## config.mk

```make
export PLATFORM = sky130hd
export DESIGN_NAME = pwm_timebase_gen
export DESIGN_NICKNAME = d
export VERILOG_FILES = /design/src/rtl/pwm_gen_pkg.sv /design/src/rtl/pwm_prescaler.sv /design/src/rtl/pwm_counter.sv /design/src/rtl/pwm_action.sv /design/src/rtl/pwm_timebase_gen.sv
export SDC_FILE = /design/constraint.sdc
export NUM_CORES = 1
export LEC_CHECK = 0
export BUFFER_PORTS_ARGS = -buffer_cell sky130_fd_sc_hd__buf_2
export CORE_MARGIN = 4
export CORE_UTILIZATION = 60
export DETAILED_ROUTE_END_ITERATION = 7
export PLACE_DENSITY_LB_ADDON = 0.3
export SLEW_MARGIN = 10
export SYNTH_ARGS = -nofsm -noshare
export SYNTH_HDL_FRONTEND = slang
export SYNTH_SLANG_ARGS = --single-unit
```

## constraint.sdc

```tcl
create_clock -name clk -period 16.8 [get_ports clk]
set_input_delay 1.68 -clock clk [delete_from_list [all_inputs] [get_ports clk]]
set_output_delay 1.68 -clock clk [all_outputs]
set_load 0.005 [all_outputs]
```

## src/rtl/pwm_gen_pkg.sv

```systemverilog
`timescale 1ns/1ps
package pwm_gen_pkg;

    localparam int ADDR_W = 3;
    localparam int PRE_W  = 11;

    localparam logic [ADDR_W-1:0] ADDR_CTRL  = 3'd0;
    localparam logic [ADDR_W-1:0] ADDR_PRD   = 3'd1;
    localparam logic [ADDR_W-1:0] ADDR_CMP_A = 3'd2;
    localparam logic [ADDR_W-1:0] ADDR_CNT   = 3'd4;
    localparam logic [ADDR_W-1:0] ADDR_ACT_A = 3'd5;

    typedef enum logic [1:0] {
        MODE_UP   = 2'd0,
        MODE_DOWN = 2'd1,
        MODE_UPDN = 2'd2,
        MODE_HOLD = 2'd3
    } cnt_mode_e;

    typedef enum logic [1:0] {
        ACT_KEEP = 2'd0,
        ACT_LOW  = 2'd1,
        ACT_HIGH = 2'd2,
        ACT_FLIP = 2'd3
    } act_e;

    typedef struct packed {
        act_e on_zero;
        act_e on_cmp;
    } act_cfg_t;

    function automatic int unsigned stage1_ratio(input logic [2:0] code);
        return 32'd1 << code;
    endfunction

    function automatic int unsigned stage2_ratio(input logic [2:0] code);
        return (code == 3'd0) ? 32'd1 : 32'd2 * 32'(code);
    endfunction

    function automatic int cmp_field_lsb(input int idx);
        return (idx == 0) ? 4 : 8;
    endfunction

endpackage

```

## src/rtl/pwm_prescaler.sv

```systemverilog
`timescale 1ns/1ps
module pwm_prescaler
    import pwm_gen_pkg::*;
#(
    parameter int PW = PRE_W
) (
    input  logic       clk,
    input  logic       rst_n,
    input  logic       restart,
    input  logic [2:0] sel1,
    input  logic [2:0] sel2,
    output logic       tick
);

    logic [PW-1:0] div_d, div_q;
    logic [PW-1:0] limit;

    always_comb begin
        limit = PW'(stage1_ratio(sel1) * stage2_ratio(sel2) - 32'd1);
        tick  = (div_q >= limit);
        if (restart || tick) div_d = '0;
        else                 div_d = div_q + 1'b1;
    end

    always_ff @(posedge clk or negedge rst_n) begin
        if (!rst_n) div_q <= '0;
        else        div_q <= div_d;
    end

endmodule

```

## src/rtl/pwm_counter.sv

```systemverilog
`timescale 1ns/1ps
module pwm_counter
    import pwm_gen_pkg::*;
#(
    parameter int CW = 16
) (
    input  logic          clk,
    input  logic          rst_n,
    input  logic          tick,
    input  cnt_mode_e     mode,
    input  logic [CW-1:0] period,
    input  logic          load,
    input  logic [CW-1:0] load_val,
    output logic [CW-1:0] cnt,
    output logic [CW-1:0] cnt_nx,
    output logic          advance,
    output logic          rising
);

    typedef struct packed {
        logic [CW-1:0] cnt;
        logic          dir_up;
    } tb_state_t;

    tb_state_t st_d, st_q;

    always_comb begin
        st_d    = st_q;
        advance = 1'b0;
        rising  = 1'b0;
        if (load) begin
            st_d.cnt = load_val;
        end else if (tick && mode != MODE_HOLD) begin
            advance = 1'b1;
            case (mode)
                MODE_UP: begin
                    rising   = 1'b1;
                    st_d.cnt = (st_q.cnt >= period) ? '0 : st_q.cnt + 1'b1;
                end
                MODE_DOWN: begin
                    st_d.cnt = (st_q.cnt == '0) ? period : st_q.cnt - 1'b1;
                end
                MODE_UPDN: begin
                    if (st_q.dir_up) begin
                        if (st_q.cnt >= period) begin
                            st_d.dir_up = 1'b0;
                            st_d.cnt    = (st_q.cnt == '0) ? '0 : st_q.cnt - 1'b1;
                        end else begin
                            rising   = 1'b1;
                            st_d.cnt = st_q.cnt + 1'b1;
                        end
                    end else if (st_q.cnt == '0) begin
                        st_d.dir_up = 1'b1;
                        if (period != '0) begin
                            rising   = 1'b1;
                            st_d.cnt = CW'(1);
                        end
                    end else begin
                        st_d.cnt = st_q.cnt - 1'b1;
                    end
                end
                default: ;
            endcase
        end
        cnt    = st_q.cnt;
        cnt_nx = st_d.cnt;
    end

    always_ff @(posedge clk or negedge rst_n) begin
        if (!rst_n) st_q <= '{cnt: '0, dir_up: 1'b1};
        else        st_q <= st_d;
    end

endmodule

```

## src/rtl/pwm_action.sv

```systemverilog
`timescale 1ns/1ps
module pwm_action
    import pwm_gen_pkg::*;
#(
    parameter int CW = 16
) (
    input  logic          clk,
    input  logic          rst_n,
    input  logic          advance,
    input  logic          rising,
    input  logic [CW-1:0] cnt_nx,
    input  logic [CW-1:0] cmp,
    input  act_cfg_t      cfg,
    output logic          pwm
);

    act_e code;
    logic pwm_d, pwm_q;

    always_comb begin
        code = ACT_KEEP;
        if (advance) begin
            if (rising && cnt_nx == cmp) code = cfg.on_cmp;
            else if (cnt_nx == '0)       code = cfg.on_zero;
        end
        case (code)
            ACT_LOW:  pwm_d = 1'b0;
            ACT_HIGH: pwm_d = 1'b1;
            ACT_FLIP: pwm_d = ~pwm_q;
            default:  pwm_d = pwm_q;
        endcase
        pwm = pwm_q;
    end

    always_ff @(posedge clk or negedge rst_n) begin
        if (!rst_n) pwm_q <= 1'b0;
        else        pwm_q <= pwm_d;
    end

endmodule

```

## src/rtl/pwm_timebase_gen.sv

```systemverilog
`timescale 1ns/1ps
module pwm_timebase_gen
    import pwm_gen_pkg::*;
#(
    parameter int CW = 16
) (
    input  logic              clk,
    input  logic              rst_n,
    input  logic              wr_en,
    input  logic [ADDR_W-1:0] wr_addr,
    input  logic [15:0]       wr_data,
    output logic [CW-1:0]     count_o,
    output logic              pwm_a_o,
    output logic              pwm_b_o
);

    localparam int NOUT = 2;

    typedef struct packed {
        cnt_mode_e                mode;
        logic [2:0]               sel1;
        logic [2:0]               sel2;
        logic [CW-1:0]            period;
        logic [NOUT-1:0][CW-1:0]  cmp;
        act_cfg_t [NOUT-1:0]      act;
    } regs_t;

    regs_t regs_d, regs_q;

    logic          pre_tick;
    logic          restart, load;
    logic [CW-1:0] cnt_nx;
    logic          advance, rising;
    logic [NOUT-1:0] pwm;

    always_comb begin
        regs_d  = regs_q;
        restart = wr_en && (wr_addr == ADDR_CTRL);
        load    = wr_en && (wr_addr == ADDR_CNT);
        if (wr_en) begin
            if (wr_addr == ADDR_CTRL) begin
                regs_d.mode = cnt_mode_e'(wr_data[1:0]);
                regs_d.sel2 = wr_data[9:7];
                regs_d.sel1 = wr_data[12:10];
            end
            if (wr_addr == ADDR_PRD) regs_d.period = CW'(wr_data);
            for (int g = 0; g < NOUT; g++) begin
                if (wr_addr == ADDR_W'(ADDR_CMP_A + g))
                    regs_d.cmp[g] = CW'(wr_data);
                if (wr_addr == ADDR_W'(ADDR_ACT_A + g)) begin
                    regs_d.act[g].on_zero = act_e'(wr_data[1:0]);
                    regs_d.act[g].on_cmp  = act_e'(wr_data[cmp_field_lsb(g) +: 2]);
                end
            end
        end
    end

    always_ff @(posedge clk or negedge rst_n) begin
        if (!rst_n) begin
            regs_q      <= '0;
            regs_q.mode <= MODE_HOLD;
        end else begin
            regs_q <= regs_d;
        end
    end

    pwm_prescaler #(.PW(PRE_W)) i_pre (
        .clk     (clk),
        .rst_n   (rst_n),
        .restart (restart),
        .sel1    (regs_q.sel1),
        .sel2    (regs_q.sel2),
        .tick    (pre_tick)
    );

    pwm_counter #(.CW(CW)) i_cnt (
        .clk      (clk),
        .rst_n    (rst_n),
        .tick     (pre_tick),
        .mode     (regs_q.mode),
        .period   (regs_q.period),
        .load     (load),
        .load_val (CW'(wr_data)),
        .cnt      (count_o),
        .cnt_nx   (cnt_nx),
        .advance  (advance),
        .rising   (rising)
    );

    for (genvar g = 0; g < NOUT; g++) begin : g_out
        pwm_action #(.CW(CW)) i_act (
            .clk     (clk),
            .rst_n   (rst_n),
            .advance (advance),
            .rising  (rising),
            .cnt_nx  (cnt_nx),
            .cmp     (regs_q.cmp[g]),
            .cfg     (regs_q.act[g]),
            .pwm     (pwm[g])
        );
    end

    assign pwm_a_o = pwm[0];
    assign pwm_b_o = pwm[1];

endmodule

```

* Word level (Yosys, flattened, before mapping)
Cells that the tools add are included.
** Storage, ports and cells
- Register bits after elaboration :: 94
- Input bits :: 22
- Output and inout port bits :: 18
- Word-level logic and storage cells :: 95
** Operators by class
- Add/sub/neg operators :: 4
- Multipliers :: 1
- Magnitude comparators :: 2
- Equal/unequal tests :: 17
- Shift-type cells :: 1
- Multiplexer cells :: 31
- Bitwise logic cells :: 3
- Reductions and logical operators :: 21
** Operator list (count)
- 16-bit two-way mux :: 7
- 16-bit case mux with 3 select lines :: 1
- 17-bit two-way mux :: 2
- 16-bit equality test :: 2
- 16-bit logical NOT :: 2
- 32-bit by 32-bit multiplier with 11-bit output :: 1
- 1-bit by 3-bit << shifter with 32-bit output, first input constant :: 1
- 16-bit by 1-bit adder with 16-bit output, second input constant :: 1
- 16-bit >= comparator :: 1
- 16-bit nonzero test :: 1
- 16-bit by 1-bit subtractor with 16-bit output, second input constant :: 1
- 2-bit two-way mux :: 6
- 2-bit AND reduction :: 6
- 11-bit by 1-bit adder with 11-bit output, second input constant :: 1
- 11-bit >= comparator :: 1
- 11-bit two-way mux :: 1
- 11-bit by 1-bit subtractor with 11-bit output, second input constant :: 1
- 2-bit equality test, second input constant :: 5
- 1-bit two-way mux :: 10
- 3-bit equality test, second input constant :: 3
- 2-bit by 1-bit equality test with 1-bit output, second input constant :: 3
- 3-bit by 2-bit equality test with 1-bit output, second input constant :: 2
- 3-bit logical NOT :: 2
- 1-bit case mux with 3 select lines :: 2
- other kinds (10) :: 17

* Logic depth before layout (Yosys ltp)
- Depth in word-level cells :: 14
- Mapped depth :: 32
- Mapped depth without buffers :: 29

* Modules after synthesis
From an unflattened synthesis, not the netlist that was laid out.
** Unflattened totals
- Cells, all modules :: 786
- Area total of the unflattened synthesis :: 7517.2 µm²
** Modules (own cells, without submodules)
- pwm_counter :: instances 1, cells each 355, area an instance 2572.5 µm², seq. area each 426.7 µm²
- pwm_timebase_gen :: instances 1, cells each 143, area an instance 2459.9 µm², seq. area each 1604.0 µm²
- pwm_prescaler :: instances 1, cells each 220, area an instance 1919.3 µm², seq. area each 275.3 µm²
- pwm_action :: instances 2, cells each 34, area an instance 282.8 µm², seq. area each 25.0 µm²

* Worst setup path before layout
No wires, ideal clock.
- Path type :: flip-flop to flip-flop
- Start point :: register regs_q[60]
- End point :: register g_out[0].i_act.pwm_q
- Arrival time :: 6.736 ns
- Setup slack :: 9.982 ns
- Cell stages (with the launch flop) :: 32
- Path buffers :: 2
- Cells stage by stage :: dfrtp_1 -> clkbuf_1 -> nor2b_1 -> nand2_1 -> ha_1 -> inv_1 -> fa_1 -> inv_1 -> fa_1 -> inv_1 -> ha_1 -> inv_1 -> o21ai_0 -> a21oi_1 -> o21bai_1 -> a21oi_1 -> o21bai_1 -> a21oi_1 -> xnor2_1 -> ha_1 -> o211ai_1 -> o21ai_0 -> nand3_1 -> or2_2 -> clkbuf_1 -> a2111oi_1 -> or3_1 -> and4_1 -> nand4_1 -> nor4_1 -> mux2_2 -> a31oi_1
** On the way
- Cells in the longest elaborated chain, start to end :: 13
- Elaborated cells on any way between the ends :: 22
- Those cells by class :: add/sub (1); mul (1); order compare (1); eq/ne (4); shift (1); mux (10); reduce/logical (4)
** Ends and longest elaborated chain
- start: declaration :: RTL line pwm_timebase_gen.sv:28 : regs_t regs_d, regs_q;
- start signal: assignment :: RTL line pwm_timebase_gen.sv:63 : regs_q <= regs_d;
- 1-bit by 3-bit << shifter with 32-bit output * :: RTL line pwm_gen_pkg.sv:33 : return 32'd1 << code;
- 32-bit by 32-bit multiplier with 11-bit output * :: RTL line pwm_prescaler.sv:19 : limit = PW'(stage1_ratio(sel1) * stage2_ratio(sel2) - 32'd1);
- 11-bit by 1-bit subtractor with 11-bit output * :: RTL line pwm_prescaler.sv:19
- 11-bit >= comparator * :: RTL line pwm_prescaler.sv:20 : tick = (div_q >= limit);
- 1-bit logical AND * :: RTL line pwm_counter.sv:33 : end else if (tick && mode != MODE_HOLD) begin
- 17-bit two-way mux :: RTL line pwm_counter.sv:33
- 16-bit two-way mux :: RTL line pwm_counter.sv:31 : if (load) begin
- 16-bit logical NOT / 16-bit equality test (equally long branches) :: RTL line pwm_action.sv:24, pwm_action.sv:23
- 2-bit two-way mux / 1-bit logical AND (equally long branches) :: RTL line pwm_action.sv:24, pwm_action.sv:23
- 2-bit two-way mux :: RTL line pwm_action.sv:23 : if (rising && cnt_nx == cmp) code = cfg.on_cmp;
- 2-bit two-way mux * :: RTL line pwm_action.sv:22 : if (advance) begin
- 2-bit equality test / 2-bit by 1-bit equality test with 1-bit output (equally long branches) :: RTL line pwm_action.sv:26 : case (code)
- 1-bit case mux with 3 select lines / 3-bit nonzero test (equally long branches)
- end signal: assignment :: RTL line pwm_action.sv:37 : else pwm_q <= pwm_d;
- end: declaration :: RTL line pwm_action.sv:18 : logic pwm_d, pwm_q;
Every way passes the cells marked *; elsewhere a longest branch is shown, timed or not.
A chain may end at the register's enable or synchronous reset.

* Final worst setup path
Ends and elaborated chain as after synthesis.

==> flow_metrics.env <==
export IMPL_critPathMaxStageDelay_ps=790
export IMPL_gp_congestion=1.085
export IMPL_post_route_period_util=0.4511
export IMPL_hold_viol_final=0
export IMPL_leakage_uw=0.003549
export IMPL_drc=0
export IMPL_grt_max_degree=63
export IMPL_drt_wl_total_um=23330
export IMPL_cts_max_level=3
export IMPL_crit_slowest_cell="a2111oi_1"
export IMPL_maxSlewHeadroom=0.2348
export IMPL_cts_root_buf="clkbuf_16"
export IMPL_cpLargestDelayFamily="simple AND/OR/NAND/NOR gates"
export IMPL_cp_common_cell="inv_1"
export IMPL_hpwl_um=17800
export IMPL_clk_path_buf_depth=2
export IMPL_cts_setup_buffers=0
export IMPL_powerDensity_nw_per_um2=146.0
export IMPL_cp_required_ps=17080
export IMPL_start_kind="flop"
export IMPL_io_buffers=39
export IMPL_layout_cells_most_common="dfrtp_1"
export IMPL_irDropWorstVdd_v=0.00008030
export IMPL_coreArea_um2=12720
export IMPL_synthArstFlopShare=1.000
export IMPL_die_area_um2=14990
export IMPL_synth_flop_cell="dfrtp_1"
export IMPL_ant_nets=0
export IMPL_cp_max_fo=12
export IMPL_setup_viol=0
export IMPL_fillers=1134
export IMPL_final_cell_mix="dfrtp_1 (91), nand2_1 (78), inv_1 (71), nor2_1 (55), ha_1 (52)"
export IMPL_met2_usage=0.4723
export IMPL_maxCapViolCount=0
export IMPL_avgViaCountPerCell=6.586
export IMPL_synth_edf_count=0
export IMPL_grt_ovfl_total=0
export IMPL_cts_sinks=94
export IMPL_grt_antenna_before_repair=0
export IMPL_critical_path_class="flop to flop"
export IMPL_arrival_ps=7860
export IMPL_grt_usage=0.3265
export IMPL_insertion_delay_ps=360
export IMPL_min_period_ps=7578
export IMPL_cts_inserted_buffers=9
export IMPL_routedWlPerCell_um=21.91
export IMPL_rows=41
export IMPL_use_met1=0.4600
export IMPL_placed_cell_area_um2=8078
export IMPL_grt_util_met3=0.08157
export IMPL_synth_area_per_cell_um2=8.860
export IMPL_syn_cell_area_um2=7859
export IMPL_outcome="complete, no violations"
export IMPL_worstHoldPathType="flop to flop"
export IMPL_yosysUniqueCellTypes=90
export IMPL_ys_seq_elements=94
export IMPL_slew_viol_final=0
export IMPL_fin_area_um2=8383
export IMPL_timing_fmax_mhz=132.0
export IMPL_initial_core_util=0.6177
export IMPL_die_w_um=122.4
export IMPL_yosysWarnings=0
export IMPL_drtIter0Drc=913
export IMPL_diodes=0
export IMPL_clock_skew_ps=11.99
export IMPL_top_usage_layer="met2"
export IMPL_vias=7014
export IMPL_grt_pass1_vias=6779
export IMPL_tns_ps=0
export IMPL_cp_end_kind="flop"
export IMPL_fin_nets=975
export IMPL_grt_pass1_wl_um=37050
export IMPL_layout_drive_gt1_share=0.1568
export IMPL_seq_area_frac_synth=0.2998
export IMPL_die_h_um=122.4
export IMPL_cts_tree="yes"
export IMPL_worst_slew_pin_slew_ps=1119
export IMPL_io_pins=40
export IMPL_cts_resized=0
export IMPL_drtPass1Iterations=6
export IMPL_syn2layout_area_growth_pct=6.671
export IMPL_path_buf_inv=4
export IMPL_cts_hold_buffers=0
export IMPL_clk_pin_slew_ps=70
export IMPL_rsz0062_at_grt="no"
export IMPL_syn_nets=974
export IMPL_synthCells=887
==> worst paths after layout <==
check,to,cells after the start,from,slack (ps)
worst min register to register,regs_q[30],1,regs_q[30],510
worst max-delay path,g_out[0].i_act.pwm,29,regs_q[60],9220
worst min-delay path,regs_q[30],1,regs_q[30],510
worst max register to register,g_out[0].i_act.pwm,29,regs_q[60],9220
min in group asynchronous,regs_q[23],1,rst_n,1260
max in group asynchronous,i_pre.div_q[1],2,rst_n,14420
==> synthesized netlist by cell type (all sizes together), types with 5 or more instances <==
master,n,area (µm²)
dfrtp,91,2277
inv,71,266.5
a211oi,11,87.58
or4,8,67.56
buf,27,186.4
o31ai,6,63.81
nor3,28,140.1
nor4,26,190.2
and2,6,37.54
a31oi,9,62.56
ha,52,650.6
or3,8,50.05
o211ai,10,75.07
a21oi,30,161.4
a21o,5,37.54
nor2b,9,56.30
nand2b,10,62.56
xnor2,26,227.7
a311oi,7,61.31
nand4,16,100.1
nand2,78,292.8
nand3,32,160.2
xor2,23,201.4
fa,13,260.3
clkbuf,31,116.4
o21ai,46,230.2
mux2,48,540.5
nor2,56,212.7
a2111oi,5,51.30
and3,8,50.05
==> cell type report <==
type	count	area, µm²	share of cell area
clock buffers	10	229.0	0.02731
flip-flops and latches	94	2356	0.2810
repair buffers	48	265.3	0.03164
inverters	71	266.5	0.03179
clock inverters	6	76.32	0.009104
multi-input cells	664	4975	0.5934
well taps	172	215.2	0.02567
==> registers in the layout, summed over array words and instances (netlist names) <==
name,count
i_pre.div_q,11
i_cnt.st_q,1
regs_q,64
g_out.i_act.pwm,2
i_cnt.cnt,16
==> routing by layer <==
metal,part of all wire,up-vias
li1,-,3235
met1,0.41,3293
met2,0.43,411
met3,0.12,75
met4,0.042,0
met5,0,-
==> metrics by stage <==
| step | power [µW] | cells | worst slack [ps] | hold slack, ps | util |
|---|---|---|---|---|---|
| after CTS | 1210 | 1065 | 9313 | 511.3 | 0.6589 |
| after global routing | 1311 | 1065 | 8558 | 533.0 | 0.6589 |
| after floorplan | 836.1 | 887 | 9982 | 470.2 | - |
| after global placement | 984.3 | 1049 | 9669 | 486.5 | 0.6349 |
| final | 1224 | 1065 | 9222 | 507.2 | 0.6589 |
| after detailed placement | 994.7 | 1049 | 9360 | 495.6 | 0.6349 |
==> power by group <==
group	total [µW]	leakage, µW	switching (µW)	internal, µW
Combinational	609	0.00227	355	255
Sequential	403	0.00113	121	282
Clock	212	0.000150	93.5	118
Total	1220	0.00355	569	655
==> cells by family (layout without fill, tap and decap cells) <==
kind of cell             count (synthesis)  in the layout  synth area share
buffers and inverters                  129            135           0.07244
AO/OA/AOI/OAI                          189            189            0.1764
flip-flops                              94             94            0.2998
multiplexers                            50             50           0.07133
AND/OR/NAND/NOR                        311            311            0.2095
adder cells (fa/ha/maj)                 65             65            0.1159
XOR/XNOR                                49             49           0.05461
Note: power is estimated with default switching activity, not from simulation.
